===== config.mk =====
export PLATFORM = sky130hd
export DESIGN_NAME = shadow_pwm_top
export DESIGN_NICKNAME = d
export VERILOG_FILES = /design/src/rtl/shadow_pwm_pkg.sv /design/src/rtl/shadow_pwm_ctrl.sv /design/src/rtl/shadow_pwm_chan.sv /design/src/rtl/shadow_pwm_dp.sv /design/src/rtl/shadow_pwm_top.sv
export SDC_FILE = /design/constraint.sdc
export NUM_CORES = 1
export LEC_CHECK = 0
export ABC_AREA = 1
export BUFFER_PORTS_ARGS = -buffer_cell sky130_fd_sc_hd__clkbuf_2
export CORE_MARGIN = 4
export CORE_UTILIZATION = 40
export DETAILED_ROUTE_END_ITERATION = 10
export PLACE_DENSITY = 0.59
export SYNTH_ARGS = -nofsm -noshare
export SYNTH_HDL_FRONTEND = slang
export SYNTH_HIERARCHICAL = 1
export SYNTH_SLANG_ARGS = --single-unit

===== constraint.sdc =====
create_clock -name clk -period 4.71 [get_ports clk]
set_input_delay 0.942 -clock clk [delete_from_list [all_inputs] [get_ports clk]]
set_output_delay 0.942 -clock clk [all_outputs]
set_load 0.05 [all_outputs]

===== src/rtl/shadow_pwm_pkg.sv =====
package shadow_pwm_pkg;
  parameter int CNT_W = 16;
  parameter int DIV_W = 2;
  // prescaler counter wide enough for the largest divide ratio
  parameter int PRE_W = (1 << DIV_W) - 1;

  typedef struct packed {
    logic [CNT_W-1:0] period;
    logic [CNT_W-1:0] duty;
    logic [DIV_W-1:0] divSel;
    logic             invert;
  } chanCfg_t;

  // strobes from control to datapath, one per channel
  typedef struct packed {
    logic     armed;
    chanCfg_t cfg;
  } chanStrobe_t;
endpackage


===== src/rtl/shadow_pwm_ctrl.sv =====
module shadow_pwm_ctrl
  import shadow_pwm_pkg::*;
#(
  parameter int NUM_CH    = 4,
  parameter int ADDR_W    = 12,
  parameter int DATA_W    = 32,
  parameter int PER_BASE  = 'h400,
  parameter int DUTY_BASE = 'h420,
  parameter int CFG_BASE  = 'h440,
  parameter int INV_BIT   = 5
) (
  input  logic              clk,
  input  logic              rstN,
  input  logic              wrEn,
  input  logic              rdEn,
  input  logic [ADDR_W-1:0] addr,
  input  logic [DATA_W-1:0] wrData,
  output logic [DATA_W-1:0] rdData,
  input  logic [NUM_CH-1:0] commitAck,
  output chanStrobe_t       strobe [NUM_CH]
);
  localparam int STRIDE = 4;

  chanCfg_t shadowVec [NUM_CH];
  logic [DATA_W-1:0] rdNext;
  logic unusedWrBits;

  assign unusedWrBits = ^wrData[DATA_W-1:CNT_W];

  for (genvar ch = 0; ch < NUM_CH; ch++) begin : g_reg
    localparam logic [ADDR_W-1:0] PER_ADDR  = ADDR_W'(PER_BASE + STRIDE * ch);
    localparam logic [ADDR_W-1:0] DUTY_ADDR = ADDR_W'(DUTY_BASE + STRIDE * ch);
    localparam logic [ADDR_W-1:0] CFG_ADDR  = ADDR_W'(CFG_BASE + STRIDE * ch);

    chanCfg_t shReg;
    logic     armReg;
    logic     perWr;

    assign perWr = wrEn && (addr == PER_ADDR);

    always_ff @(posedge clk) begin
      if (!rstN) begin
        shReg  <= '0;
        armReg <= 1'b0;
      end else begin
        if (perWr) shReg.period <= wrData[CNT_W-1:0];
        if (wrEn && (addr == DUTY_ADDR)) shReg.duty <= wrData[CNT_W-1:0];
        if (wrEn && (addr == CFG_ADDR)) begin
          shReg.divSel <= wrData[DIV_W-1:0];
          shReg.invert <= wrData[INV_BIT];
        end
        // a write in the commit cycle re-arms for the next boundary
        if (perWr)               armReg <= 1'b1;
        else if (commitAck[ch])  armReg <= 1'b0;
      end
    end

    assign shadowVec[ch] = shReg;
    assign strobe[ch]    = '{armed: armReg, cfg: shReg};
  end

  always_comb begin
    rdNext = '0;
    for (int ch = 0; ch < NUM_CH; ch++) begin
      if (addr == ADDR_W'(PER_BASE + STRIDE * ch))
        rdNext[CNT_W-1:0] = shadowVec[ch].period;
      if (addr == ADDR_W'(DUTY_BASE + STRIDE * ch))
        rdNext[CNT_W-1:0] = shadowVec[ch].duty;
      if (addr == ADDR_W'(CFG_BASE + STRIDE * ch)) begin
        rdNext[DIV_W-1:0] = shadowVec[ch].divSel;
        rdNext[INV_BIT]   = shadowVec[ch].invert;
      end
    end
  end

  always_ff @(posedge clk) begin
    if (!rstN)     rdData <= '0;
    else if (rdEn) rdData <= rdNext;
    else           rdData <= '0;
  end
endmodule


===== src/rtl/shadow_pwm_chan.sv =====
module shadow_pwm_chan
  import shadow_pwm_pkg::*;
(
  input  logic        clk,
  input  logic        rstN,
  input  logic        baseTick,
  input  chanStrobe_t strobe,
  output logic        commit,
  output logic        running,
  output logic        pwmOut
);
  chanCfg_t         act;
  logic [CNT_W-1:0] cnt;
  logic [PRE_W-1:0] pre;
  logic [PRE_W-1:0] divLast;
  logic             preWrap;
  logic             atEnd;

  assign divLast = PRE_W'((PRE_W'(1) << act.divSel) - PRE_W'(1));
  assign preWrap = baseTick && (pre == divLast);
  assign atEnd   = running && preWrap && (cnt == act.period - CNT_W'(1));
  assign commit  = strobe.armed && baseTick && (!running || atEnd);

  always_ff @(posedge clk) begin
    if (!rstN) begin
      act     <= '0;
      cnt     <= '0;
      pre     <= '0;
      running <= 1'b0;
    end else if (commit) begin
      act     <= strobe.cfg;
      cnt     <= '0;
      pre     <= '0;
      running <= |strobe.cfg.period;
    end else if (running && baseTick) begin
      if (preWrap) begin
        pre <= '0;
        cnt <= atEnd ? '0 : cnt + CNT_W'(1);
      end else begin
        pre <= pre + PRE_W'(1);
      end
    end
  end

  always_comb pwmOut = running && ((cnt < act.duty) != act.invert);
endmodule


===== src/rtl/shadow_pwm_dp.sv =====
module shadow_pwm_dp
  import shadow_pwm_pkg::*;
#(
  parameter int NUM_CH = 4
) (
  input  logic              clk,
  input  logic              rstN,
  input  logic              baseTick,
  input  chanStrobe_t       strobe [NUM_CH],
  output logic [NUM_CH-1:0] commitAck,
  output logic [NUM_CH-1:0] chRunning,
  output logic [NUM_CH-1:0] pwmOut
);
  for (genvar ch = 0; ch < NUM_CH; ch++) begin : g_chan
    shadow_pwm_chan u_chan (
      .clk     (clk),
      .rstN    (rstN),
      .baseTick(baseTick),
      .strobe  (strobe[ch]),
      .commit  (commitAck[ch]),
      .running (chRunning[ch]),
      .pwmOut  (pwmOut[ch])
    );
  end
endmodule


===== src/rtl/shadow_pwm_top.sv =====
module shadow_pwm_top
  import shadow_pwm_pkg::*;
#(
  parameter int NUM_CH    = 4,
  parameter int ADDR_W    = 12,
  parameter int DATA_W    = 32,
  parameter int PER_BASE  = 'h400,
  parameter int DUTY_BASE = 'h420,
  parameter int CFG_BASE  = 'h440
) (
  input  logic              clk,
  input  logic              rstN,
  input  logic              baseTick,
  input  logic              wrEn,
  input  logic              rdEn,
  input  logic [ADDR_W-1:0] addr,
  input  logic [DATA_W-1:0] wrData,
  output logic [DATA_W-1:0] rdData,
  output logic [NUM_CH-1:0] pwmOut
);
  chanStrobe_t       strobe [NUM_CH];
  logic [NUM_CH-1:0] commitAck;
  logic [NUM_CH-1:0] chRunning;

  shadow_pwm_ctrl #(
    .NUM_CH(NUM_CH), .ADDR_W(ADDR_W), .DATA_W(DATA_W),
    .PER_BASE(PER_BASE), .DUTY_BASE(DUTY_BASE), .CFG_BASE(CFG_BASE)
  ) u_ctrl (
    .clk(clk), .rstN(rstN), .wrEn(wrEn), .rdEn(rdEn), .addr(addr),
    .wrData(wrData), .rdData(rdData), .commitAck(commitAck), .strobe(strobe)
  );

  shadow_pwm_dp #(.NUM_CH(NUM_CH)) u_dp (
    .clk(clk), .rstN(rstN), .baseTick(baseTick), .strobe(strobe),
    .commitAck(commitAck), .chRunning(chRunning), .pwmOut(pwmOut)
  );
endmodule


==> out/metrics.cfg, run 1 <==
[power]
leakagePower_nw=9.96
power_density_nw_per_um2=298
max-vdd-ir-drop_uv=211

[place]
dp_hpwl_um=44300
numPlacedInstances=3941
place_congestion=0.902
portBuffers=52

[drt]
drt_iter0_markers=1559
detail_route.vias_per_cell=4.94
route.detailed.drc=0
antenna_left=0
finalWirelength_um=60900
wl_per_cell_um=15.1
drt-pass1-iter-count=6
routed-via-count=19900

[min_path]
hp-class=reg2reg

[floorplan]
fp-row-count=85
chipHeight_um=241
core_um2=53900
die_w_um=241
dieArea_um2=58300
initial_core_util_pct=40.4
io_pins=85

[setup_path]
crit_type=reg2out
path_max_fanout=5
critPathCaptureType=primary output
cp-start-kind=register
path_buf_inv=1
slowest_delay_ps=390
worstPathRequired_ps=3770
crit_slowest_cell=dfxtp_1
path_delay_family=simple AND/OR/NAND/NOR gates
path_cells=ha_1, nand2_1, o21ai_0, nand4_1, o211ai_1, nand3_1, nand2_1, o21ai_0, nor2_1, clkbuf_2
critPathArrivalTime_ps=2590

[cts]
cts_tree=done
post-cts-setup-buffers=0
numCtsBuffers=45
cts_num_sinks=380
hold_buffers=0
cts-resized-gates=0
clk_path_buf_depth=3
clk_latency_ps=570
h-tree-depth=2
clk_pin_slew_ps=60
cts_root_buffer=clkbuf_16

[synth]
yosysWarningCount=6
synth_flop_cell=dfxtp_1
synth_edf_count=0
synth_area_leaders=dfxtp_1 35%, nand2_1 10%, nor2_1 9.1%
seq_area_frac_synth_pct=34.9
synth-async-reset-ratio_pct=0
synth_top_area_share_pct=34.9
yosysTopAreaCell=dfxtp_1
synth_area_um2=21800
synthCells=3318
synth_cell_type_count=39
ys_ff_latch=380
postSynthAreaPerCell_um2=6.57

[timing]
drv_slew=0
slew_headroom_pct=32.4
rsz0062_at_grt=no
post-route-period-util_pct=75.0
worst_pin_slew_ps=1010
min_period_ps=3530
setup_viol=0
clock.fmax_mhz=283
clock-skew-final_ps=17.5
hold_viol_final=0
fin_tns_setup_ps=0

[status]
status=completed

[final_layout]
final_cells=4024
drive_gt1_share_pct=7.09
n_antenna_cell=0
layout_common_cells=589 x nand2_1, 531 x nor2_1, 486 x inv_1
final_common_cell=nand2_1
area_delta_synth_final_pct=9.34
final_util_pct=44.2
final_nets=3413

[global_route]
grt_max_degree=107
first_global_vias=17900
grt_pass1_wl_um=97200
antenna_found_initial=2
overflow=0
track_usage_pct=20.6

[job]
maxCapViolations=0

cell usage after synthesis, drive strengths merged, types with 8 or more instances:
cell type and n:
a21oi 301, o22ai 8, nor2 564, or2 8, ha 72, o2111ai 12, nand2 603, xor2 68
a31oi 8, nor3 36, nand3b 20, xnor2 20, dfxtp 380, o21ai 204, nand4 51, inv 508
clkbuf 49, buf 104, nand3 280
worst min-delay path: cells and delay by family (launching register included):
kind | cells | cell delay [ps]
DFF | 1 | 310
and+or+nand+nor | 1 | 60
AOI/OAI and AO/OA | 1 | 50
path summary, 6_finish.rpt:
kind              slack (ps)                                         end                                        from  cells past startpoint
setup reg to reg        1750  u_dp/g_chan[1].u_chan/act[31]$_SDFFE_PN0P_  u_dp/g_chan[1].u_chan/act[19]$_SDFFE_PN0P_                     12
setup / recovery        1180                                   pwmOut[0]   u_dp/g_chan[0].u_chan/cnt[3]$_SDFFE_PP0P_                     10
hold reg to reg          460         u_ctrl/g_reg[3].armReg$_SDFFE_PN0P_         u_ctrl/g_reg[3].armReg$_SDFFE_PN0P_                      2
hold / removal           460         u_ctrl/g_reg[3].armReg$_SDFFE_PN0P_         u_ctrl/g_reg[3].armReg$_SDFFE_PN0P_                      2
registers in the layout, indices dropped and copies added (netlist names):
register	count
u_dp/g_chan.u_chan/act	140
u_ctrl/rdData	16
u_ctrl/g.armReg	4
u_dp/g_chan.u_chan/cnt	64
u_dp/g_chan.u_chan/running	4
u_dp/g_chan.u_chan/pre	12
u_ctrl/strobe	140
cells by family after synthesis:
kind of cell,count (synthesis),synth area share (%)
xor gates and xnor gates,92,3.97
and+or+nand+nor,1566,31.4
AOI/OAI and AO/OA,546,13.0
other,1,0.0172
buffers and inverters,661,12.6
DFF,380,34.9
adders and majority gates,72,4.13
layout make-up:
class	instances	area, um2
timing repair buffer	65	379
clock buffer	66	1340
multi-input combinational	2292	11500
clock inverter	17	225
sequential	380	7610
fill	5697	30100
tap	696	871
inverter	508	1910
stage by stage:
stage	instance area, um2	hold slack (ps)	setup WS, ps	total power, mW
2_1_floorplan	21900	437	1910	3.44
3_3_place_gp	22300	452	1170	3.51
3_5_place_dp	22300	453	1160	3.51
4_1_cts	23800	465	1150	7.20
5_1_grt	23800	490	972	7.35
6_report	23800	463	1180	7.10
routing by layer:
metal	global-route usage (%)	wire [um]
met2	31.1	25700
met1	30.1	30200
met5	0	27
met4	7.20	2070
met3	2.86	2920
where the power goes:
part	internal (mW)	leakage [nW]	switching [mW]
clock network	2.24	0.763	1.42
logic	0.0489	6.13	0.177
registers	3.21	3.06	0.000342
total	5.51	9.96	1.60
Note: power is estimated with default switching activity, not from simulation.
==> run 2, diff against run 1 <==
ABC_AREA = 0   (was 1)
clock period = 3.6 ns   (was 4.71 ns; I/O delays follow)
==> run 2 against run 1 <==
Compared with the run above: sequential share of layout area rose by 1.6 points; worst setup slack got worse by 1100 ps; first-iteration DRC count fell by 17%; utilization rose by 1.0 points; count of clock-buffer cells in the layout fell by 12; worst hold slack got worse by 39 ps; clock power rose by 29%; highest routed layer unchanged.
==> out/metrics.cfg, run 2 <==
[status]
status=completed

[drt]
drt-pass1-iter-count=6
finalWirelength_um=57100
antenna_left=0
route.detailed.drc=0
wl_per_cell_um=18.3
routed-via-count=17100
drt_iter0_markers=1291
detail_route.vias_per_cell=5.49

[min_path]
hold_path_depth=3
hp-class=in2reg

[synth]
synth_area_um2=20400
synthCells=2387
synth-async-reset-ratio_pct=0
yosysMostFrequentCell=nand2_1
synth_edf_count=0
synth_cell_type_count=72
synth_top_area_share_pct=37.4
synth_flop_cell=dfxtp_1
postSynthAreaPerCell_um2=8.53
synth_area_leaders=dfxtp_1 37%, nand2_1 8.5%, mux2i_1 7.4%
yosysWarningCount=6
yosysTopAreaCell=dfxtp_1
ys_ff_latch=380
seq_area_frac_synth_pct=37.4
synthTopCellsByCount=460 x nand2_1, 380 x dfxtp_1, 169 x nand3_1

[global_route]
track_usage_pct=20.5
grt_max_degree=75
antenna_found_initial=2
grt_pass1_wl_um=89900
overflow=0
first_global_vias=16300

[floorplan]
die_w_um=234
dieArea_um2=54600
initial_core_util_pct=40.5
fp-row-count=82
chipHeight_um=234
io_pins=85
core_um2=50300

[cts]
clk_latency_ps=570
clk_pin_slew_ps=60
cts_num_sinks=380
cts_root_buffer=clkbuf_16
hold_buffers=0
clk_path_buf_depth=3
h-tree-depth=2
numCtsBuffers=43
cts_tree=done

[timing]
slew_headroom_pct=45.1
worst_pin_slew_ps=822
hold_viol_final=0
setup_viol=0
min_period_ps=3510
fin_tns_setup_ps=0
post-route-period-util_pct=97.6
rsz0062_at_grt=no
drv_slew=0
clock-skew-final_ps=13.8
clock.fmax_mhz=285
setup_slack_ps=85.7

[power]
leakagePower_nw=8.15
p_total_mw=9.23
max-vdd-ir-drop_uv=278
power_density_nw_per_um2=406

[place]
portBuffers=52
dp_hpwl_um=42100
place_ws_ps=181
place_congestion=0.887

[setup_path]
critPathArrivalTime_ps=2790
path_max_fanout=5
worstPathRequired_ps=2880
critPathCaptureType=primary output
crit_slowest_cell=dfxtp_1
crit_type=reg2out
slowest_delay_ps=440
path_cells=ha_1, a21o_1, a21oi_1, o21ai_0, a311oi_1, o21ai_1, xnor2_1, and2_4, clkbuf_8
cp.depth=9
path_buf_inv=1
cp-start-kind=register
path_delay_family=compound AO/OA/AOI/OAI gates
reg2regPathDepth=10

[final_layout]
final_common_cell=nand2_1
n_fill_cell=4932
final_util_pct=45.2
drive_gt1_share_pct=10.8
final_nets=2532
area_delta_synth_final_pct=11.7
layout_common_cells=460 x nand2_1, 376 x dfxtp_1, 169 x nand3_1

[job]
maxCapViolations=0

==> run 2: cell count changes in the layout (fill, tap and decap cells not counted), sizes merged, moves of 44 or more <==
cell / change
nor2: -447
xnor2: +56
nand3: -108
a21oi: -273
inv: -425
o21ai: -45
a21boi: +44
mux2i: +150
buf: +57
nand2: -139
==> run 2: per-stage QoR <==
step                hold slack, ps  instances  area, um2
global placement               445       3036      21200
global route                   428       3112      22700
CTS                            399       3110      22700
detailed placement             450       3036      21200
floorplan                      435       2402      20400
finish                         425       3113      22700
==> run 2: path summary, 6_finish.rpt <==
path / start / endpoint / slack (ps)
min: wrData[14] / u_ctrl/strobe[33]$_SDFFE_PN0P_ / 420
max reg2reg: u_dp/g_chan[0].u_chan/act[21]$_SDFFE_PN0P_ / u_dp/g_chan[0].u_chan/act[15]$_SDFFE_PN0P_ / 200
min reg2reg: u_dp/g_chan[0].u_chan/act[14]$_SDFFE_PN0P_ / u_dp/g_chan[0].u_chan/act[14]$_SDFFE_PN0P_ / 460
max: u_dp/g_chan[1].u_chan/cnt[1]$_SDFFE_PP0P_ / pwmOut[1] / 90
==> run 2: per-layer routing <==
| layer | up-vias | track usage [%] | share of wire [%] |
|---|---|---|---|
| met5 | - | 0 | 0.032 |
| met3 | 87 | 3.54 | 5.9 |
| met1 | 8173 | 27.9 | 45 |
| met4 | 4 | 5.70 | 2.4 |
| li1 | 8391 | - | - |
| met2 | 443 | 33.7 | 46 |
==> run 2: cells by family after synthesis <==
group	Yosys count	synth area share (%)
other	1	0.0184
and+or+nand+nor	1009	24.3
muxes	176	9.53
adders and majority gates	72	4.43
AOI/OAI and AO/OA	372	11.9
xor gates and xnor gates	140	6.17
DFF	380	37.4
buffers and inverters	237	6.32
==> run 2: timing repair <==
action / in CTS / in global routing
gates cloned: 0 / 0
resized for setup: 11 / 12
pin swaps: 0 / 6
setup endpoints to repair: 4 / 7
buffers inserted: 0 / 2
==> run 2: final cells by class <==
class / count / area [um2] / area share (%)
Clock inverter: 20 / 338 / 1.49
Multi-Input combinational cell: 1785 / 11500 / 50.8
Sequential cell: 380 / 7610 / 33.5
Inverter: 83 / 342 / 1.50
Tap cell: 672 / 841 / 3.70
Timing Repair Buffer: 118 / 890 / 3.91
Antenna cell: 1 / 2.50 / 0.0110
Clock buffer: 54 / 1160 / 5.09
==> run 2: tightest hold or removal path, stage by stage <==
cell and delay (ps):
clkbuf_2 100, nand2_1 60, a21boi_1 50
==> run 2: report_power, final <==
group / internal, mW / switching [mW] / total [mW]
Sequential: 4.20 / 0.000205 / 4.21
Clock: 2.92 / 1.81 / 4.72
Combinational: 0.0636 / 0.239 / 0.303
